[src/rtl/sla_pkg.sv]
// Package: shared sizes and the access-width legality rule for the
// segmented linear address generator. Assumes widths are byte counts.
package sla_pkg;
    localparam int unsigned SLA_ADDR_W  = 32;
    localparam int unsigned SLA_SHORT_W = 16;
    localparam int unsigned SLA_WID_W   = 3;

    // Legal access sizes in bytes.
    function automatic logic width_legal(input logic [SLA_WID_W-1:0] w);
        return (w == 3'd1) || (w == 3'd2) || (w == 3'd4);
    endfunction
endpackage

[src/rtl/sla_offset_calc.sv]
// Module: sums the three offset components and, for short addressing,
// keeps only the low SHORT_W bits. Purely combinational.
// Assumes SHORT_W < ADDR_W.
module sla_offset_calc #(
    parameter int unsigned ADDR_W  = 32,
    parameter int unsigned SHORT_W = 16
) (
    input  logic              wide_mode,
    input  logic [ADDR_W-1:0] part_a,
    input  logic [ADDR_W-1:0] part_b,
    input  logic [ADDR_W-1:0] part_c,
    output logic [ADDR_W-1:0] offset
);
    localparam int unsigned HI_W = ADDR_W - SHORT_W;

    logic [ADDR_W-1:0] raw_sum;

    // Full-width modular sum of the components.
    always_comb begin
        raw_sum = part_a + part_b + part_c;
    end

    // Truncate in short mode; upper bits forced to zero.
    always_comb begin
        if (wide_mode) begin
            offset = raw_sum;
        end else begin
            offset = {{HI_W{1'b0}}, raw_sum[SHORT_W-1:0]};
        end
    end

    // short-mode offsets never carry bits above the short width.
    always_comb begin
        a_r2_short_trunc: assert (wide_mode || offset[ADDR_W-1:SHORT_W] == '0);
    end
endmodule

[src/rtl/sla_limit_check.sv]
// Module: decides whether an access of `width` bytes starting at `offset`
// lies within the segment limit, and whether the segment and width are
// acceptable. The end address is formed one bit wider than the address
// so that it cannot wrap. Combinational.
module sla_limit_check #(
    parameter int unsigned ADDR_W = 32,
    parameter int unsigned WID_W  = 3
) (
    input  logic              [ADDR_W-1:0] offset,
    input  logic              [WID_W-1:0]  width,
    input  logic              [ADDR_W-1:0] limit,
    input  logic                           usable,
    output logic                           fault
);
    import sla_pkg::*;

    localparam int unsigned EXT_W = ADDR_W + 1;

    logic [EXT_W-1:0] last_byte;
    logic             over_limit;
    logic             bad_width;

    // Offset of the final byte touched, at extended width.
    always_comb begin
        last_byte = {1'b0, offset} + EXT_W'(width) - EXT_W'(1);
    end

    // Inclusive limit comparison and width legality.
    always_comb begin
        over_limit = last_byte > {1'b0, limit};
        bad_width  = !width_legal(width);
        fault      = over_limit || bad_width || !usable;
    end
endmodule

[src/rtl/seg_lin_addr_gen.sv]
// Module: top of the segmented linear address generator. Forms the
// offset, checks it against the hidden limit, adds the hidden base and
// registers a valid or fault strobe one cycle after each request.
// Assumes the segment state inputs are stable in the request cycle.
module seg_lin_addr_gen #(
    parameter int unsigned ADDR_W  = 32,
    parameter int unsigned SHORT_W = 16,
    parameter int unsigned WID_W   = 3
) (
    input  logic              clk,
    input  logic              rst_n,
    input  logic              req_valid,
    input  logic              addr_32,
    input  logic [ADDR_W-1:0] off_base,
    input  logic [ADDR_W-1:0] off_index,
    input  logic [ADDR_W-1:0] off_disp,
    input  logic [WID_W-1:0]  acc_width,
    input  logic [ADDR_W-1:0] seg_base,
    input  logic [ADDR_W-1:0] seg_limit,
    input  logic              seg_usable,
    output logic [ADDR_W-1:0] lin_addr,
    output logic              rsp_valid,
    output logic              rsp_fault
);
    logic [ADDR_W-1:0] eff_off;
    logic [ADDR_W-1:0] next_addr;
    logic              chk_fault;

    sla_offset_calc #(
        .ADDR_W (ADDR_W),
        .SHORT_W(SHORT_W)
    ) u_off (
        .wide_mode(addr_32),
        .part_a   (off_base),
        .part_b   (off_index),
        .part_c   (off_disp),
        .offset   (eff_off)
    );

    sla_limit_check #(
        .ADDR_W(ADDR_W),
        .WID_W (WID_W)
    ) u_chk (
        .offset(eff_off),
        .width (acc_width),
        .limit (seg_limit),
        .usable(seg_usable),
        .fault (chk_fault)
    );

    // Base plus offset, wrapping at the address width.
    always_comb begin
        next_addr = seg_base + eff_off;
    end

    // Response strobes and address register.
    always_ff @(posedge clk) begin
        if (!rst_n) begin
            rsp_valid <= 1'b0;
            rsp_fault <= 1'b0;
            lin_addr  <= '0;
        end else begin
            rsp_valid <= req_valid && !chk_fault;
            rsp_fault <= req_valid && chk_fault;
            if (req_valid && !chk_fault) begin
                lin_addr <= next_addr;
            end
        end
    end

    // the two strobes never coincide.
    a_r7_exclusive: assert property (@(posedge clk) disable iff (!rst_n)
        !(rsp_valid && rsp_fault));

    // every request gets a response next cycle.
    a_r7_answer: assert property (@(posedge clk) disable iff (!rst_n)
        req_valid |=> (rsp_valid || rsp_fault));

    // no response without a request.
    a_r7_quiet: assert property (@(posedge clk) disable iff (!rst_n)
        !req_valid |=> !(rsp_valid || rsp_fault));

    // unusable segments always fault.
    a_r5_unusable: assert property (@(posedge clk) disable iff (!rst_n)
        (req_valid && !seg_usable) |=> rsp_fault);

    // the address only moves with a valid strobe.
    a_r8_hold: assert property (@(posedge clk) disable iff (!rst_n)
        !rsp_valid |-> $stable(lin_addr));
endmodule

[config.mk]
export PLATFORM = sky130hd
export DESIGN_NAME = seg_lin_addr_gen
export DESIGN_NICKNAME = d
export VERILOG_FILES = /design/src/rtl/sla_pkg.sv /design/src/rtl/sla_offset_calc.sv /design/src/rtl/sla_limit_check.sv /design/src/rtl/seg_lin_addr_gen.sv
export SDC_FILE = /design/constraint.sdc
export NUM_CORES = 1
export LEC_CHECK = 0
export BUFFER_PORTS_ARGS = -buffer_cell sky130_fd_sc_hd__buf_2
export CAP_MARGIN = 5
export CORE_MARGIN = 10
export CORE_UTILIZATION = 46
export DETAILED_ROUTE_END_ITERATION = 8
export GPL_ROUTABILITY_DRIVEN = 0
export HOLD_SLACK_MARGIN = 0.12
export PLACE_DENSITY = 0.74
export SYNTH_ARGS = -nofsm -noshare
export SYNTH_HDL_FRONTEND = slang
export SYNTH_SLANG_ARGS = --single-unit
[constraint.sdc]
create_clock -name clk -period 8.65 [get_ports clk]
set_input_delay 0.865 -clock clk [delete_from_list [all_inputs] [get_ports clk]]
set_output_delay 0.865 -clock clk [all_outputs]
set_load 0.03 [all_outputs]
==> results of run 1 <==
power by group through the flow:
stage	Clock [mW]	Sequential [mW]	Combinational (mW)
final	0.165	0.200	2.58
after global placement	0	0.203	2.50
after floorplan	0	0.260	1.95
after global routing	0.174	0.203	2.91
after CTS	0.169	0.200	2.56
after detailed placement	0	0.203	2.54
layer usage:
layer	global-route usage, %	part of all wire [%]
met2	31.2	46
met3	2.73	5.9
met1	24.5	46
met4	4.61	1.5
met5	0	0
through the flow:
stage | area (um^2) | util, % | setup slack [ps]
floorplan | 7650 | - | 1410
global placement | 8820 | 53.6 | 703
detailed placement | 8820 | 53.6 | 452
CTS | 8960 | 54.4 | 710
global route | 8970 | 54.5 | 138
finish | 8970 | 54.5 | 827
repair_timing:
item                       CTS  global route
setup endpoints to repair    0             3
hold endpoints to repair     0             0
gates resized for setup      0             1
flip-flops by register name (all words and copies together) (netlist names):
| signal | count |
|---|---|
| lin_addr | 32 |
| rsp_fault | 1 |
| rsp_valid | 1 |
worst max-delay path: cells and delay by family:
family	cells	cell delay, ps
compound gates	14	2660
simple gates	10	2090
fa+ha+maj	5	1870
xor+xnor	2	300
buf+inv	3	150
cells by family after synthesis:
group | count (synthesis) | share of synthesized area, %
AO/OA/AOI/OAI | 355 | 29.1
XOR/XNOR | 81 | 9.37
adder cells (fa/ha/maj) | 161 | 29.7
buffers and inverters | 122 | 6.53
flip-flops | 34 | 8.90
multiplexers | 2 | 0.262
AND/OR/NAND/NOR | 246 | 16.2
placed cells by master, fill, tap and decap left out, drive strengths merged, types with 3 or more instances in the layout:
cell type  count
buf          203
a21oi        128
ha           127
inv           98
o21ai         71
nand2         62
xnor2         57
nor2          46
nand3         40
a21o          35
fa            34
dfxtp         34
xor2          24
o21bai        22
nand4         19
nor3          17
o211ai        15
a211oi        14
o21a          11
a31oi         11
or2           10
nand2b         9
and3           8
a211o          7
nor2b          7
o2111ai        7
and2           6
clkbuf         5
nor4           5
a21boi         4
nand4b         4
a2111oi        4
diode          3
or3            3
worst paths after layout:
path / start / to / slack (ps) / cells after the start
min reg2reg: lin_addr[19] / lin_addr[19] / 470 / 2
min: lin_addr[19] / lin_addr[19] / 470 / 2
max reg2reg: lin_addr[31] / lin_addr[31] / 7730 / 3
max: off_base[1] / lin_addr[31] / 830 / 34
cell type report:
cell class                 count  area [um^2]
antenna                        3         7.51
clock buffer                   5          125
clock inverter                 2         10.0
fill                        1627         7490
inverter                      98          368
multi-input combinational    845         6480
sequential                    34          681
tap                          220          275
timing repair buffer         203         1020
==> metrics.txt, run 1 <==
# TYPE chip_impl_metric gauge
chip_impl_metric{name="ys_seq_elements",unit=""} 34
chip_impl_metric{name="ys_seq_area_share",unit="%"} 8.90
chip_impl_metric{name="detail_route.first_pass.iterations",unit=""} 5
chip_impl_metric{name="final_min_period_over_clock_period",unit="%"} 90.4
chip_impl_metric{name="first_pass_grt_wire_length",unit="um"} 35100
chip_impl_metric{name="post_synth.cell_area_avg",unit="um^2"} 7.64
chip_impl_metric{name="netlist.area_leader.share",unit="%"} 20.8
chip_impl_metric{name="timing_max_transition_violations_final",unit=""} 0
chip_impl_metric{name="finish.net_count",unit=""} 1516
chip_impl_metric{name="post_synth_edffs",unit=""} 0
chip_impl_metric{name="drtAntennaViolNets",unit=""} 0
chip_impl_metric{name="cts-root-to-sink-buffers",unit=""} 2
chip_impl_metric{name="worst_case_hold_slack",unit="ps"} 472
chip_impl_metric{name="crit_path_max_incr_delay",unit="ps"} 530
chip_impl_info{name="setup_crit_start_kind",value="input port"} 1
chip_impl_metric{name="global_route.overflow_total",unit=""} 0
chip_impl_metric{name="numClockSinks",unit=""} 34
chip_impl_metric{name="syn_to_final_growth",unit="%"} 17.3
chip_impl_metric{name="post-cts-setup-buffer-count",unit=""} 0
chip_impl_metric{name="finalSetupViolCount",unit=""} 0
chip_impl_metric{name="routed_wl",unit="um"} 22100
chip_impl_metric{name="drt_iter0_drc",unit=""} 467
chip_impl_metric{name="clk_pin_slew_worst_paths",unit="ps"} 50
chip_impl_metric{name="dp.cells",unit=""} 1400
chip_impl_info{name="post-synth-top-area-cell",value="ha_1"} 1
chip_impl_metric{name="power_report.internal_total",unit="mW"} 1.34
chip_impl_metric{name="drive_above_1_share",unit="%"} 19.4
chip_impl_metric{name="cts-hold-fix-buffers",unit=""} 0
chip_impl_info{name="yosys.cell_count.top_type",value="a21oi_1"} 1
chip_impl_metric{name="post-layout-total-power",unit="mW"} 2.95
chip_impl_info{name="clock_tree_from_tritoncts",value="built"} 1
chip_impl_info{name="grt_setup_unrepaired",value="false"} 1
chip_impl_metric{name="post-route-drc-count",unit=""} 0
chip_impl_metric{name="start_util",unit="%"} 46.5
chip_impl_metric{name="cp_data_required_time",unit="ps"} 8770
chip_impl_metric{name="seqPwrFrac",unit="%"} 6.8
chip_impl_metric{name="post_layout_nonfiller_instances",unit=""} 1410
chip_impl_info{name="critPathCaptureType",value="flop"} 1
chip_impl_metric{name="largest_net_degree_at_the_start_of_global_routing",unit=""} 32
chip_impl_info{name="synth_top_flop_cell",value="dfxtp_1"} 1
chip_impl_metric{name="routed-via-count",unit=""} 7762
chip_impl_info{name="crit_type",value="in2reg"} 1
chip_impl_metric{name="max_cap_viols",unit=""} 0
chip_impl_metric{name="clockPowerShare",unit="%"} 5.6
chip_impl_metric{name="die_width",unit="um"} 149
chip_impl_info{name="synth_area_leaders",value="ha_1 21%, dfxtp_1 8.9%, fa_1 8.9%, a21oi_1 8.4%, xnor2_1 6.5%"} 1
chip_impl_info{name="synth.top_cells.by_count",value="128 x a21oi_1, 127 x ha_1, 98 x inv_1"} 1
chip_impl_metric{name="final_min_period",unit="ps"} 7820
chip_impl_metric{name="power.density_cell_area",unit="nW/um^2"} 329
chip_impl_metric{name="max_vdd_drop",unit="mV"} 0.136
chip_impl_metric{name="achievable-frequency",unit="MHz"} 128
chip_impl_metric{name="switchingPower",unit="mW"} 1.60
chip_impl_metric{name="std_cell_rows",unit=""} 47
chip_impl_info{name="timing.hold.worst.class",value="reg2reg"} 1
chip_impl_metric{name="wire_per_inst",unit="um"} 15.7
chip_impl_metric{name="ioPinCount",unit=""} 202
chip_impl_metric{name="netlist_cell_types",unit=""} 69
chip_impl_metric{name="critical_path_arrival",unit="ps"} 7940
chip_impl_metric{name="routed_via_density",unit=""} 5.50
chip_impl_metric{name="postSynth.asyncResetShare",unit="%"} 0
chip_impl_metric{name="yosys_warnings",unit=""} 0
chip_impl_metric{name="relative_slew_slack",unit="%"} 28.5
chip_impl_metric{name="grt.total_usage",unit="%"} 18.6
chip_impl_metric{name="cts_inserted_buffers",unit=""} 5
chip_impl_metric{name="power.switching_fraction",unit="%"} 54.4
chip_impl_metric{name="finalClockSkew",unit="ps"} 0
chip_impl_metric{name="final_hold_viol_count",unit=""} 0
chip_impl_metric{name="core-area",unit="um^2"} 16500
chip_impl_metric{name="syn-instance-count",unit=""} 1001
chip_impl_metric{name="transition_at_the_pin_with_the_smallest_max_transition_slack",unit="ps"} 1070
chip_impl_info{name="status",value="complete, no violations"} 1
chip_impl_info{name="ctsRootBufferMaster",value="clkbuf_16"} 1
chip_impl_metric{name="timing.setup.tns",unit="ps"} 0
chip_impl_metric{name="grt_antenna_before_repair",unit=""} 2
chip_impl_metric{name="crit_fanout",unit=""} 30
chip_impl_metric{name="combinationalPowerShare",unit="%"} 87.6
chip_impl_metric{name="first_global_vias",unit=""} 7604
chip_impl_metric{name="port_buffers",unit=""} 201
chip_impl_metric{name="leakagePower",unit="nW"} 4.46
chip_impl_metric{name="die_y",unit="um"} 149
chip_impl_metric{name="dp.final_hpwl",unit="um"} 19300
chip_impl_metric{name="syn-num-nets",unit=""} 1330
chip_impl_info{name="crit_path_max_delay_cell_type",value="fa_1"} 1
chip_impl_metric{name="syn_area",unit="um^2"} 7650
chip_impl_metric{name="dieArea",unit="um^2"} 22200
chip_impl_metric{name="cts-htree-levels",unit=""} 2
chip_impl_metric{name="clk_latency",unit="ps"} 270
(Power assumes the default switching activity.)
==> run 2: changes to the inputs <==
--- a/config.mk
+++ b/config.mk
@@ -7,12 +7,15 @@
 export LEC_CHECK = 0
 export BUFFER_PORTS_ARGS = -buffer_cell sky130_fd_sc_hd__buf_2
 export CAP_MARGIN = 5
+export CELL_PAD_IN_SITES_DETAIL_PLACEMENT = 1
+export CELL_PAD_IN_SITES_GLOBAL_PLACEMENT = 1
 export CORE_MARGIN = 10
-export CORE_UTILIZATION = 46
+export CORE_UTILIZATION = 40
 export DETAILED_ROUTE_END_ITERATION = 8
 export GPL_ROUTABILITY_DRIVEN = 0
+export GPL_TIMING_DRIVEN = 0
 export HOLD_SLACK_MARGIN = 0.12
-export PLACE_DENSITY = 0.74
+export PLACE_DENSITY = 0.87
 export SYNTH_ARGS = -nofsm -noshare
 export SYNTH_HDL_FRONTEND = slang
 export SYNTH_SLANG_ARGS = --single-unit
==> run 2 against run 1 <==
  * Utilization decreased by 5.9 points
  * Non-clock buffer count increased by 22
  * Critical path depth unchanged
  * Global-route usage increased by 1.9 points
  * Register-to-register slack about the same
  * Maximum frequency decreased by 2.8%
  * Routed wire length increased by 19%
  * Largest cell class unchanged
==> metrics.txt, run 2 (same netlist as run 1, synthesis figures left out) <==
# TYPE chip_impl_metric gauge
chip_impl_info{name="status",value="complete, no violations"} 1
chip_impl_info{name="critical-path-top-delay-family",value="compound AO/OA/AOI/OAI gates"} 1
chip_impl_metric{name="detail_route.first_pass.iterations",unit=""} 4
chip_impl_metric{name="ioPinCount",unit=""} 202
chip_impl_metric{name="pre_cts_setup_slack",unit="ps"} -207
chip_impl_info{name="final_cell_mix",value="204 x buf_2, 128 x a21oi_1, 127 x ha_1"} 1
chip_impl_metric{name="max_cap_viols",unit=""} 0
chip_impl_metric{name="transition_at_the_pin_with_the_smallest_max_transition_slack",unit="ps"} 798
chip_impl_metric{name="power.density_cell_area",unit="nW/um^2"} 340
chip_impl_metric{name="reg2reg_slack",unit="ps"} 7730
chip_impl_metric{name="syn_to_final_growth",unit="%"} 19.2
chip_impl_metric{name="routed_via_density",unit=""} 5.63
chip_impl_metric{name="grt_antenna_before_repair",unit=""} 5
chip_impl_info{name="grt_setup_unrepaired",value="false"} 1
chip_impl_metric{name="timing.setup.tns",unit="ps"} 0
chip_impl_metric{name="path_buf_inv",unit=""} 5
chip_impl_metric{name="finalSetupViolCount",unit=""} 0
chip_impl_metric{name="cts_inserted_buffers",unit=""} 5
chip_impl_metric{name="timing_max_transition_violations_final",unit=""} 0
chip_impl_metric{name="relative_slew_slack",unit="%"} 46.8
chip_impl_metric{name="final_hold_viol_count",unit=""} 0
chip_impl_info{name="crit_type",value="in2reg"} 1
chip_impl_metric{name="port_buffers",unit=""} 201
chip_impl_info{name="critical_path.startpoint",value="off_base[1]"} 1
chip_impl_metric{name="clk_pin_slew_worst_paths",unit="ps"} 60
chip_impl_metric{name="dieArea",unit="um^2"} 25100
chip_impl_info{name="setup_crit_start_kind",value="input port"} 1
chip_impl_metric{name="finish.net_count",unit=""} 1538
chip_impl_metric{name="timing.final.ws_setup",unit="ps"} 602
chip_impl_info{name="clock_tree_from_tritoncts",value="built"} 1
chip_impl_info{name="crit_path_max_delay_cell_type",value="fa_1"} 1
chip_impl_metric{name="first_global_vias",unit=""} 8742
chip_impl_metric{name="routed-via-count",unit=""} 8149
chip_impl_metric{name="placed_area",unit="um^2"} 8950
chip_impl_metric{name="global_route.overflow_total",unit=""} 0
chip_impl_metric{name="largest_reg_flops",unit=""} 32
chip_impl_metric{name="achievable-frequency",unit="MHz"} 124
chip_impl_metric{name="die_y",unit="um"} 158
chip_impl_metric{name="post-route-drc-count",unit=""} 0
chip_impl_metric{name="clk_latency",unit="ps"} 280
chip_impl_info{name="hold_start",value="lin_addr[9]"} 1
chip_impl_metric{name="drtAntennaViolNets",unit=""} 0
chip_impl_metric{name="cts-root-to-sink-buffers",unit=""} 2
chip_impl_metric{name="core-area",unit="um^2"} 18800
chip_impl_metric{name="numClockSinks",unit=""} 34
chip_impl_metric{name="drive_above_1_share",unit="%"} 19.8
chip_impl_metric{name="max_vdd_drop",unit="mV"} 0.101
chip_impl_metric{name="die_width",unit="um"} 158
chip_impl_metric{name="cp_data_required_time",unit="ps"} 8800
chip_impl_metric{name="n_fill_cell",unit=""} 2483
chip_impl_info{name="critical_path.reg2reg.endpoint",value="lin_addr[31]"} 1
chip_impl_metric{name="grt.total_usage",unit="%"} 20.5
chip_impl_metric{name="cts-htree-levels",unit=""} 2
chip_impl_metric{name="final_min_period",unit="ps"} 8050
chip_impl_metric{name="post-layout-total-power",unit="mW"} 3.10
chip_impl_metric{name="start_util",unit="%"} 40.8
chip_impl_metric{name="first_pass_grt_wire_length",unit="um"} 42400
chip_impl_metric{name="register_to_register_path_depth",unit=""} 3
chip_impl_info{name="most_frequent_standard_cell_in_the_layout_excluding_fill_and_tap_cells",value="buf_2"} 1
chip_impl_info{name="most_frequent_cp_cell",value="a21oi_1"} 1
chip_impl_metric{name="std_cell_rows",unit=""} 50
chip_impl_info{name="critical_path.endpoint",value="lin_addr[13]"} 1
chip_impl_info{name="timing.hold.worst.class",value="reg2reg"} 1
chip_impl_metric{name="leakagePower",unit="nW"} 4.53
chip_impl_metric{name="crit_path_max_incr_delay",unit="ps"} 520
chip_impl_metric{name="wire_per_inst",unit="um"} 18.2
chip_impl_info{name="ctsRootBufferMaster",value="clkbuf_16"} 1
chip_impl_metric{name="critical_path_arrival",unit="ps"} 8200
chip_impl_metric{name="dp.final_hpwl",unit="um"} 23400
chip_impl_info{name="critPathCaptureType",value="flop"} 1
chip_impl_metric{name="design_area",unit="um^2"} 9110
chip_impl_metric{name="final_min_period_over_clock_period",unit="%"} 93.0
chip_impl_metric{name="largest_net_degree_at_the_start_of_global_routing",unit=""} 11
chip_impl_metric{name="cts-hold-fix-buffers",unit=""} 0
chip_impl_metric{name="finalClockSkew",unit="ps"} 0
chip_impl_info{name="top_register_by_number_of_flip_flops",value="lin_addr"} 1
chip_impl_metric{name="routed_wl",unit="um"} 26400
chip_impl_info{name="reg.largest.list",value="lin_addr x32, rsp_fault x1, rsp_valid x1"} 1
chip_impl_metric{name="drt_iter0_drc",unit=""} 205
chip_impl_metric{name="worst-path-stages",unit=""} 34
chip_impl_info{name="timing.rr.start",value="lin_addr[31]"} 1
chip_impl_metric{name="crit_fanout",unit=""} 10
-- run 2: layout make-up --
type | count | area [um^2] | share of cell area, %
multi-input cells | 845 | 6490 | 71.2
repair buffers | 201 | 1010 | 11.0
flip-flops and latches | 34 | 681 | 7.47
inverters | 98 | 368 | 4.04
well taps | 234 | 293 | 3.21
plain buffers | 24 | 131 | 1.44
clock buffers | 5 | 125 | 1.37
clock inverters | 2 | 10.0 | 0.110
diodes | 4 | 10.0 | 0.110
-- run 2: worst min path at each step --
| stage | endpoint | slack (ps) | cells past startpoint |
|---|---|---|---|
| 6_report | lin_addr[9] | 470 | 2 |
| 5_1_grt | lin_addr[7] | 500 | 2 |
| 4_1_cts | lin_addr[9] | 470 | 2 |
| 3_5_place_dp | lin_addr[16] | 470 | 2 |
| 3_3_place_gp | lin_addr[6] | 460 | 2 |
| 2_1_floorplan | lin_addr[30] | 590 | 2 |
-- run 2: routing by layer --
layer	routed length [um]	GRT usage, %	part of all wire, %	vias to the layer above
met5	11	0	0.042	-
li1	-	-	-	4058
met2	13200	37.2	50	175
met1	11300	24.4	43	3869
met3	1190	2.97	4.5	45
met4	641	6.35	2.4	2
-- run 2: stage by stage --
step           utilization (%)  hold WS [ps]  cells
2_1_floorplan                -           590   1001
3_3_place_gp              47.7           457   1436
3_5_place_dp              47.7           465   1436
4_1_cts                   48.4           473   1443
5_1_grt                   48.6           499   1446
6_report                  48.6           470   1447
-- run 2: power by group --
group	internal (mW)	switching, mW	total, mW
clock network	0.104	0.0688	0.173
logic	1.09	1.64	2.73
registers	0.186	0.0153	0.202
-- run 2: worst reg2reg max path, stage by stage, from the launching register on --
cell and delay [ps]:
dfxtp_1 370, o21ai_0 120, a21o_1 220, a31oi_1 150
-- run 2: timing repair --
action / CTS / global route
setup buffers: 0 / 0
setup endpoints to repair: 0 / 33
endpoints found under the hold margin: 0 / 0
gates resized for setup: 0 / 11
